[config.mk]
export PLATFORM = sky130hd
export DESIGN_NAME = f2i_conv
export DESIGN_NICKNAME = d
export VERILOG_FILES = /design/src/rtl/f2i_pkg.sv /design/src/rtl/f2i_classify.sv /design/src/rtl/f2i_align.sv /design/src/rtl/f2i_round.sv /design/src/rtl/f2i_conv.sv
export SDC_FILE = /design/constraint.sdc
export NUM_CORES = 1
export LEC_CHECK = 0
export BUFFER_PORTS_ARGS = -buffer_cell sky130_fd_sc_hd__buf_2
export CAP_MARGIN = 10
export CORE_ASPECT_RATIO = 0.8
export CORE_MARGIN = 1.5
export CORE_UTILIZATION = 30
export CTS_CLUSTER_SIZE = 14
export DETAILED_ROUTE_END_ITERATION = 12
export HOLD_SLACK_MARGIN = 0.02
export PLACE_DENSITY = 0.43
export SLEW_MARGIN = 25
export SYNTH_ARGS = -nofsm -noshare
export SYNTH_HDL_FRONTEND = slang
export SYNTH_SLANG_ARGS = --single-unit
[constraint.sdc]
create_clock -name clk -period 4.9 [get_ports clk]
set_clock_uncertainty 0.05 [all_clocks]
set_input_delay 0.245 -clock clk [delete_from_list [all_inputs] [get_ports clk]]
set_output_delay 0.245 -clock clk [all_outputs]
set_load 0.005 [all_outputs]
[src/rtl/f2i_pkg.sv]
`timescale 1ns/1ps
package f2i_pkg;

    localparam int FW    = 32;
    localparam int EXPW  = 8;
    localparam int MANW  = 23;
    localparam int IW    = 32;
    localparam int BIAS  = 127;
    localparam int GRS   = 3;
    localparam int MAGW  = IW - 1;
    localparam int ALNW  = MAGW + GRS;
    localparam int SHW   = $clog2(MAGW);
    localparam int PADW  = ALNW - MANW - 1;

    localparam logic [EXPW-1:0] EXP_ONE  = EXPW'(BIAS);
    localparam logic [EXPW-1:0] EXP_HALF = EXPW'(BIAS - 1);
    localparam logic [EXPW-1:0] EXP_TOP  = EXPW'(BIAS + MAGW - 1);
    localparam logic [EXPW-1:0] EXP_OVF  = EXPW'(BIAS + MAGW);

    localparam logic [IW-1:0] INT_MIN = {1'b1, {(IW-1){1'b0}}};

    typedef enum logic [1:0] {
        RND_ZERO = 2'b00,
        RND_DOWN = 2'b01,
        RND_UP   = 2'b10,
        RND_EVEN = 2'b11
    } rnd_mode_t;

    typedef struct packed {
        logic              neg;
        rnd_mode_t         mode;
        logic              done;
        logic              bad;
        logic [IW-1:0]     fixed;
        logic [SHW-1:0]    shamt;
        logic [MANW-1:0]   frac;
    } dec_t;

    typedef struct packed {
        logic              neg;
        rnd_mode_t         mode;
        logic              done;
        logic              bad;
        logic [IW-1:0]     fixed;
        logic [MAGW-1:0]   whole;
        logic              g;
        logic              r;
        logic              s;
    } aln_t;

    function automatic logic [IW-1:0] signed_one(input logic neg);
        return neg ? {IW{1'b1}} : IW'(1);
    endfunction

    function automatic logic round_up(input rnd_mode_t m, input logic neg,
                                      input logic lsb, input logic g,
                                      input logic r, input logic s);
        logic inexact;
        inexact = g | r | s;
        case (m)
            RND_DOWN: return neg & inexact;
            RND_UP:   return ~neg & inexact;
            RND_EVEN: return g & (r | s | lsb);
            default:  return 1'b0;
        endcase
    endfunction

endpackage

[src/rtl/f2i_classify.sv]
`timescale 1ns/1ps
module f2i_classify
    import f2i_pkg::*;
(
    input  logic [FW-1:0] x,
    input  rnd_mode_t     mode,
    output dec_t          d
);
    logic            neg;
    logic [EXPW-1:0] expo;
    logic [MANW-1:0] frac;
    logic            is_zero;
    logic            min_exact;

    assign neg       = x[FW-1];
    assign expo      = x[FW-2 -: EXPW];
    assign frac      = x[MANW-1:0];
    assign is_zero   = (expo == '0) && (frac == '0);
    assign min_exact = neg && (expo == EXP_OVF) && (frac == '0);

    always_comb begin
        d.neg   = neg;
        d.mode  = mode;
        d.frac  = frac;
        d.shamt = SHW'(EXP_TOP - expo);
        d.done  = 1'b0;
        d.bad   = 1'b0;
        d.fixed = '0;
        if (expo >= EXP_OVF) begin
            d.done  = 1'b1;
            d.fixed = INT_MIN;
            d.bad   = !min_exact;
        end else if (expo < EXP_ONE) begin
            d.done = 1'b1;
            if (!is_zero) begin
                case (mode)
                    RND_DOWN: if (neg)  d.fixed = signed_one(1'b1);
                    RND_UP:   if (!neg) d.fixed = signed_one(1'b0);
                    RND_EVEN: if ((expo == EXP_HALF) && (frac != '0))
                                  d.fixed = signed_one(neg);
                    default:  d.fixed = '0;
                endcase
            end
        end
    end
endmodule

[src/rtl/f2i_align.sv]
`timescale 1ns/1ps
module f2i_align
    import f2i_pkg::*;
(
    input  dec_t d,
    output aln_t a
);
    logic [ALNW-1:0] base;
    logic [ALNW-1:0] shifted;
    logic [ALNW-1:0] lost_mask;
    logic            lost;

    assign base      = {1'b1, d.frac, {PADW{1'b0}}};
    assign shifted   = base >> d.shamt;
    assign lost_mask = ~({ALNW{1'b1}} << d.shamt);
    assign lost      = |(base & lost_mask);

    always_comb begin
        a.neg   = d.neg;
        a.mode  = d.mode;
        a.done  = d.done;
        a.bad   = d.bad;
        a.fixed = d.fixed;
        a.whole = shifted[ALNW-1:GRS];
        a.g     = shifted[GRS-1];
        a.r     = shifted[GRS-2];
        a.s     = shifted[0] | lost;
    end
endmodule

[src/rtl/f2i_round.sv]
`timescale 1ns/1ps
module f2i_round
    import f2i_pkg::*;
(
    input  aln_t          a,
    output logic [IW-1:0] result,
    output logic          bad
);
    logic          up;
    logic [IW-1:0] mag;
    logic          ovf;

    assign up  = round_up(a.mode, a.neg, a.whole[0], a.g, a.r, a.s);
    assign mag = {1'b0, a.whole} + IW'(up);
    assign ovf = a.neg ? (mag[IW-1] && (mag[IW-2:0] != '0)) : mag[IW-1];

    always_comb begin
        if (a.done) begin
            result = a.fixed;
            bad    = a.bad;
        end else if (ovf) begin
            result = INT_MIN;
            bad    = 1'b1;
        end else begin
            result = a.neg ? (~mag + IW'(1)) : mag;
            bad    = 1'b0;
        end
    end
endmodule

[src/rtl/f2i_conv.sv]
`timescale 1ns/1ps
module f2i_conv
    import f2i_pkg::*;
(
    input  logic          clk,
    input  logic          rst,
    input  logic          in_valid,
    input  logic [31:0]   in_bits,
    input  logic [1:0]    in_mode,
    output logic          out_valid,
    output logic [31:0]   out_int,
    output logic          out_invalid
);
    dec_t          dec_c, dec_q;
    aln_t          aln_c, aln_q;
    logic          dec_v, aln_v;
    logic [IW-1:0] res_c;
    logic          bad_c;

    f2i_classify u_classify (
        .x    (in_bits),
        .mode (rnd_mode_t'(in_mode)),
        .d    (dec_c)
    );

    always_ff @(posedge clk) begin
        if (rst) begin
            dec_v <= 1'b0;
            dec_q <= '0;
        end else begin
            dec_v <= in_valid;
            if (in_valid) dec_q <= dec_c;
        end
    end

    f2i_align u_align (
        .d (dec_q),
        .a (aln_c)
    );

    always_ff @(posedge clk) begin
        if (rst) begin
            aln_v <= 1'b0;
            aln_q <= '0;
        end else begin
            aln_v <= dec_v;
            if (dec_v) aln_q <= aln_c;
        end
    end

    f2i_round u_round (
        .a      (aln_q),
        .result (res_c),
        .bad    (bad_c)
    );

    always_ff @(posedge clk) begin
        if (rst) begin
            out_valid   <= 1'b0;
            out_int     <= '0;
            out_invalid <= 1'b0;
        end else begin
            out_valid <= aln_v;
            if (aln_v) begin
                out_int     <= res_c;
                out_invalid <= bad_c;
            end
        end
    end
endmodule

Word-level counts from Yosys, hierarchy flattened. Cells that the tools add are included. Widths: inputs -> output; s select.

Bits in registers: 172. Input port bits: 37. Output and inout port bits: 34. Word-level logic and storage cells: 77.

Add/sub/neg operators: 3. Magnitude comparators: 2. Equality and inequality tests: 8. Shift operators: 2. Mux-type cells: 18. Bitwise operators: 12. Reductions and logical operators: 11.

Operator list (count): $mux 32 (9); $pmux 32 s3 (1); $and 34x34->34 (1); $not 34->34 (1); $reduce_or 34->1 (1); $shl 34x5->34 const A (1); $shr 34x5->34 (1); $add 31x1->32 (1); $add 32x1->32 const B (1); $not 32->32 (1); $reduce_bool 31->1 (1); $logic_not 23->1 (1); $reduce_bool 23->1 (1); $eq 2x2->1 const B (4); $eq 8x7->1 const B (1); $eq 8x8->1 const B (1); $ge 8x8->1 const B (1); $logic_not 8->1 (1); $lt 8x7->1 const B (1); $mux 1 (7); $logic_and 1x1->1 (5); $or 1x1->1 (5); $sub 5x5->5 const A (1); $eq 2x1->1 const B (2); other kinds (4) (6).

Logic depth before layout (Yosys ltp).
Word-level depth: 10. Depth in mapped cells: 18.

Modules after synthesis. From an unflattened synthesis, not the netlist that was laid out.

Cells, all modules: 1286. Area total of the unflattened synthesis: 11422.2 sq um.

By module, submodules not included: f2i_conv (instances 1, cells each 552, area each 6128.4 sq um); f2i_round (instances 1, cells each 375, area each 2570.0 sq um); f2i_align (instances 1, cells each 259, area each 2014.4 sq um); f2i_classify (instances 1, cells each 100, area each 709.4 sq um).

Least setup slack after synthesis. OpenSTA, ideal clock, no wires.

Path kind: reg-to-reg. Start point: register aln_q[70] (netlist name). End point: register out_int[27]. Setup time: 0.079 ns. Arrival: 4.285 ns. Data required time: 4.771 ns. Slack: 0.486 ns. Stages on the path, launching flop included: 18. Period minus slack after synthesis: 4.414 ns. Cell sequence: dfxtp_1 clkbuf_1 buf_1 xor2_1 a21oi_1 nor3_1 ha_1 ha_1 buf_4 and3_1 nand3_1 xnor2_1 or4_4 or4_4 or2_4 o31ai_4 xnor2_1 a211oi_2.

Word-level cells in the longest chain between the ends: 9. Elaborated cells between the ends (all ways): 13. Classes of those cells: add/sub (2); mux (5); bitwise (4); reduce/logical (2).

Ends and longest elaborated chain: start: declaration (RTL line f2i_conv.sv:15) `aln_t aln_c, aln_q;`; start signal: assignment (RTL line f2i_conv.sv:47) `if (dec_v) aln_q <= aln_c;`; $not 1->1 (RTL line f2i_pkg.sv:62) `RND_UP: return ~neg & inexact;`; $and 1x1->1 (RTL line f2i_pkg.sv:62); $pmux 1 s3 (RTL line f2i_pkg.sv:60) `case (m)`; $add 31x1->32 (RTL line f2i_round.sv:14) `assign mag = {1'b0, a.whole} + IW'(up);`; $not 32->32 or $reduce_bool 31->1 (tied branches) (RTL line f2i_round.sv:25, f2i_round.sv:15); $add 32x1->32 or $logic_and 1x1->1 (tied branches) (RTL line f2i_round.sv:25, f2i_round.sv:15); $mux 32 or $mux 1 (tied branches) (RTL line f2i_round.sv:25, f2i_round.sv:15); $mux 32 * (RTL line f2i_round.sv:21) `end else if (ovf) begin`; $mux 32 * (RTL line f2i_round.sv:18) `if (a.done) begin`; end signal: assignment (RTL line f2i_conv.sv:65) `out_int <= res_c;`; end: declaration (RTL line f2i_conv.sv:11) `output logic [31:0] out_int,`.

Every way passes the cells marked *; elsewhere a longest branch is shown, timed or not. A chain may end at the register's enable or synchronous reset.

Final worst setup path.
Start point: register aln_q[68] (netlist name). End point: register out_int[27].

Word-level cells in the longest chain between the ends: 8. Elaborated cells between the ends (all ways): 13. Classes of those cells: add/sub (2); eq/ne (3); mux (5); bitwise (1); reduce/logical (2).

Ends and longest elaborated chain (RTL line): $eq 2x2->1 or $eq 2x1->1 (tied branches) (f2i_pkg.sv:60); $pmux 1 s3 * (f2i_pkg.sv:60); $add 31x1->32 * (f2i_round.sv:14); $not 32->32 or $reduce_bool 31->1 (tied branches) (f2i_round.sv:25, f2i_round.sv:15); $add 32x1->32 or $logic_and 1x1->1 (tied branches) (f2i_round.sv:25, f2i_round.sv:15); $mux 32 or $mux 1 (tied branches) (f2i_round.sv:25, f2i_round.sv:15); $mux 32 * (f2i_round.sv:21); $mux 32 * (f2i_round.sv:18).

Marks and branches as above.

==> metrics.yaml <==
crit_chain: "inv_1 > ha_1 > xor2_1 > a21oi_1 > nor3_1 > ha_2 > ha_2 > and3_1 > nand3_1 > xnor2_1 > or4_4 > or4_4 > or2_4 > o31ai_4 > xnor2_1 > a211oi_2"
viasPerCell: 5.29
rows: 51
grt_pass1_vias: 6733
clkLatencyLatePin_ns: 0.43
fill_cells: 2655
synth_edf_count: 0
synth-seq-area-share_pct: 30.3
nets: 1074
grt_max_degree: 89
slew_headroom_pct: 33.7
synth_compound_area_share_pct: 18.5
start_kind: "flip-flop"
grtUsageTotal_pct: 17.8
worst_pin_slew_ns: 0.994
final_util_pct: 36.7
dieArea_um2: 26100
drt_iter0_drc: 540
synth_top_family_by_area: "simple AND/OR/NAND/NOR gates"
cp_slowest_cell: "or4_4"
synth_xor_area_share_pct: 7.32
min_period_ns: 4.40
synth_top_area_share_pct: 30.3
critPathMaxStageDelay_ns: 0.60
total_leakage_power_nw: 3.54
gp_congestion: 0.840
netlist_instances: 975
cp.required_ns: 5.21
wirelength_mm: 22.4
finalMaxSlewViolations: 0
num_io_pins: 71
synthFlopType: "dfxtp_1"
setup_tns_ns: 0
path_class: "flip-flop to flip-flop"
crit_path_end_kind: "flip-flop"
crit_path_max_fanout: 9
num_antenna_cells: 0
multi_input_area_um2: 4860
post_cts_buffers: 0
netlist.top_cell.by_area: "dfxtp_1"
ant_nets: 0
drc: 0
cp.arrival_ns: 4.71
grt.overflow.total: 0
drt-pass1-iter-count: 7
status: "finished, final reports clean"
yosys.area_share.adder_pct: 1.16
clock-root-buffer: "clkbuf_16"
ys_seq_elements: 114
hold_viol: 0
io_buffer_count: 70
drv_cap: 0
drive_above_1_share_pct: 16.1
clock_sinks: 114
synth_cell_type_count: 73
die_h_um: 145
synthesis.area_um2: 7540
clk_path_buf_depth: 2
cts_tree: "yes"
dpl_cell_area_um2: 8120
power.total_mw: 2.85
antenna_found_initial: 0
power.density_nw_per_um2: 317
area_growth_pct: 19.3
core_area_um2: 24500
cts_buffers: 17
hold_class: "input port to flip-flop"
dieWidth_um: 180
synth-simple-area-share_pct: 25.2
muxShareOfSynthArea_pct: 12.2
vdd.ir_drop.worst_uv: 235
path_clk_slew_ns: 0.06
syn_area_per_cell_um2: 7.73
fmax_mhz: 227
synthTopCellsByArea: "dfxtp_1 (30%), mux2i_1 (7.8%), nor2_1 (7.8%), xnor2_1 (4.8%), nand2_1 (4.1%)"
detail_route.wl_per_cell_um: 16.4
period_share_pct: 89.8
grt_first_pass_wirelength_mm: 36.5
ys_async_sr_fraction_pct: 0
dp_hpwl_mm: 16.3
synth_fp_nets: 1019
vias: 7192
final_area_um2: 9000
yosys_warnings: 0
h-tree-depth: 4
seq_area_um2: 2280
rsz0062_at_grt: "no"
setup_viol: 0
start_util_pct: 30.8
## metrics by stage
step | hold slack [ns] | worst slack [ns] | instances
floorplan | 0.285 | 0.486 | 975
global placement | 0.396 | 0.266 | 1305
detailed placement | 0.396 | 0.191 | 1305
CTS | 0.0301 | 0.184 | 1360
global route | 0.0503 | 0.106 | 1360
finish | 0.0440 | 0.499 | 1360
## cell families (layout without fill, tap and decap cells)
kind of cell	after synthesis	in the layout
AO/OA/AOI/OAI	216	216
XOR/XNOR	63	63
adder cells (fa/ha/maj)	7	7
buffers and inverters	100	167
flip-flops	114	114
multiplexers	80	80
AND/OR/NAND/NOR	395	395
## report_power, final
group          switching (mW)  leakage, nW  internal, mW
Clock                   0.453        0.295         0.870
Combinational           0.282         2.31         0.205
Sequential             0.0665        0.933         0.976
## cells in the final DEF (no fill, tap or decap), drive strengths merged, types with 6 or more instances in the layout
master | netlist | routed
a21oi | 60 | 60
xor2 | 22 | 22
dfxtp | 114 | 114
mux4 | 8 | 8
o22ai | 9 | 9
clkbuf | 56 | 21
a22oi | 9 | 9
nor2b | 7 | 7
or2 | 8 | 8
nor3 | 40 | 40
a31oi | 12 | 12
and3 | 10 | 10
dlygate4sd3 | 0 | 24
or3 | 7 | 7
inv | 17 | 17
mux2 | 13 | 13
nand4 | 22 | 22
xnor2 | 41 | 41
clkinv | 3 | 6
a211oi | 31 | 31
buf | 24 | 92
nand2 | 82 | 82
o211ai | 8 | 8
ha | 7 | 7
o31ai | 8 | 8
nor4 | 18 | 18
o21ai | 47 | 47
nor2 | 157 | 157
mux2i | 59 | 59
nand3 | 21 | 21
## registers in the layout (all words and copies together) (netlist names)
| name | count |
|---|---|
| out_valid | 1 |
| out_int | 32 |
| aln_q | 42 |
| aln_v | 1 |
| dec_v | 1 |
| out_invalid | 1 |
| dec_q | 36 |
## per-layer routing
metal / global-route usage, % / share of wire, % / vias up
li1: - / - / 3624
met1: 25.6 / 53 / 3428
met2: 26.8 / 42 / 123
met3: 3.28 / 3.4 / 17
met4: 5.40 / 1.1 / 0
met5: 0 / 0 / -
## cell usage after synthesis, types with 8 or more instances
cell type	count
nand4_1	19
o211ai_1	8
a21oi_1	60
nand3_1	20
xor2_1	22
mux4_2	8
inv_1	16
xnor2_1	41
a31oi_1	12
buf_1	13
clkbuf_1	54
a211oi_1	29
nand2_1	82
and3_1	10
o21ai_0	44
nor4_1	16
mux2_2	13
dfxtp_1	114
a22oi_1	9
nor2_1	157
nor3_1	40
mux2i_1	59
o22ai_1	9
## cell type report
class / instances / area share (%)
multi-input cells: 761 / 54.1
flip-flops and latches: 114 / 25.4
repair buffers: 116 / 8.43
clock buffers: 21 / 5.12
well taps: 318 / 4.42
clock inverters: 10 / 1.75
inverters: 20 / 0.834
## critical path: cells and delay by family (launching register included)
family	cells	cell delay, ns
xor gates and xnor gates	3	0.47
buffers and inverters	1	0.07
adders and majority gates	3	0.85
AOI/OAI and AO/OA	3	0.54
and+or+nand+nor	6	2.00
DFF	1	0.35
## final timing paths
check        startpoint          end  slack [ns]  cells after the start
max           aln_q[68]  out_int[27]        0.50                     16
min                 rst   out_int[0]        0.04                      2
max reg2reg   aln_q[68]  out_int[27]        0.50                     16
min reg2reg       dec_v        aln_v        0.39                      2
## what timing repair did
item,in CTS,in global routing
hold endpoints to repair,24,0
hold buffers,24,0
setup endpoints to repair,0,25
gates resized for setup,0,3
Note: power is estimated with default switching activity, not from simulation.
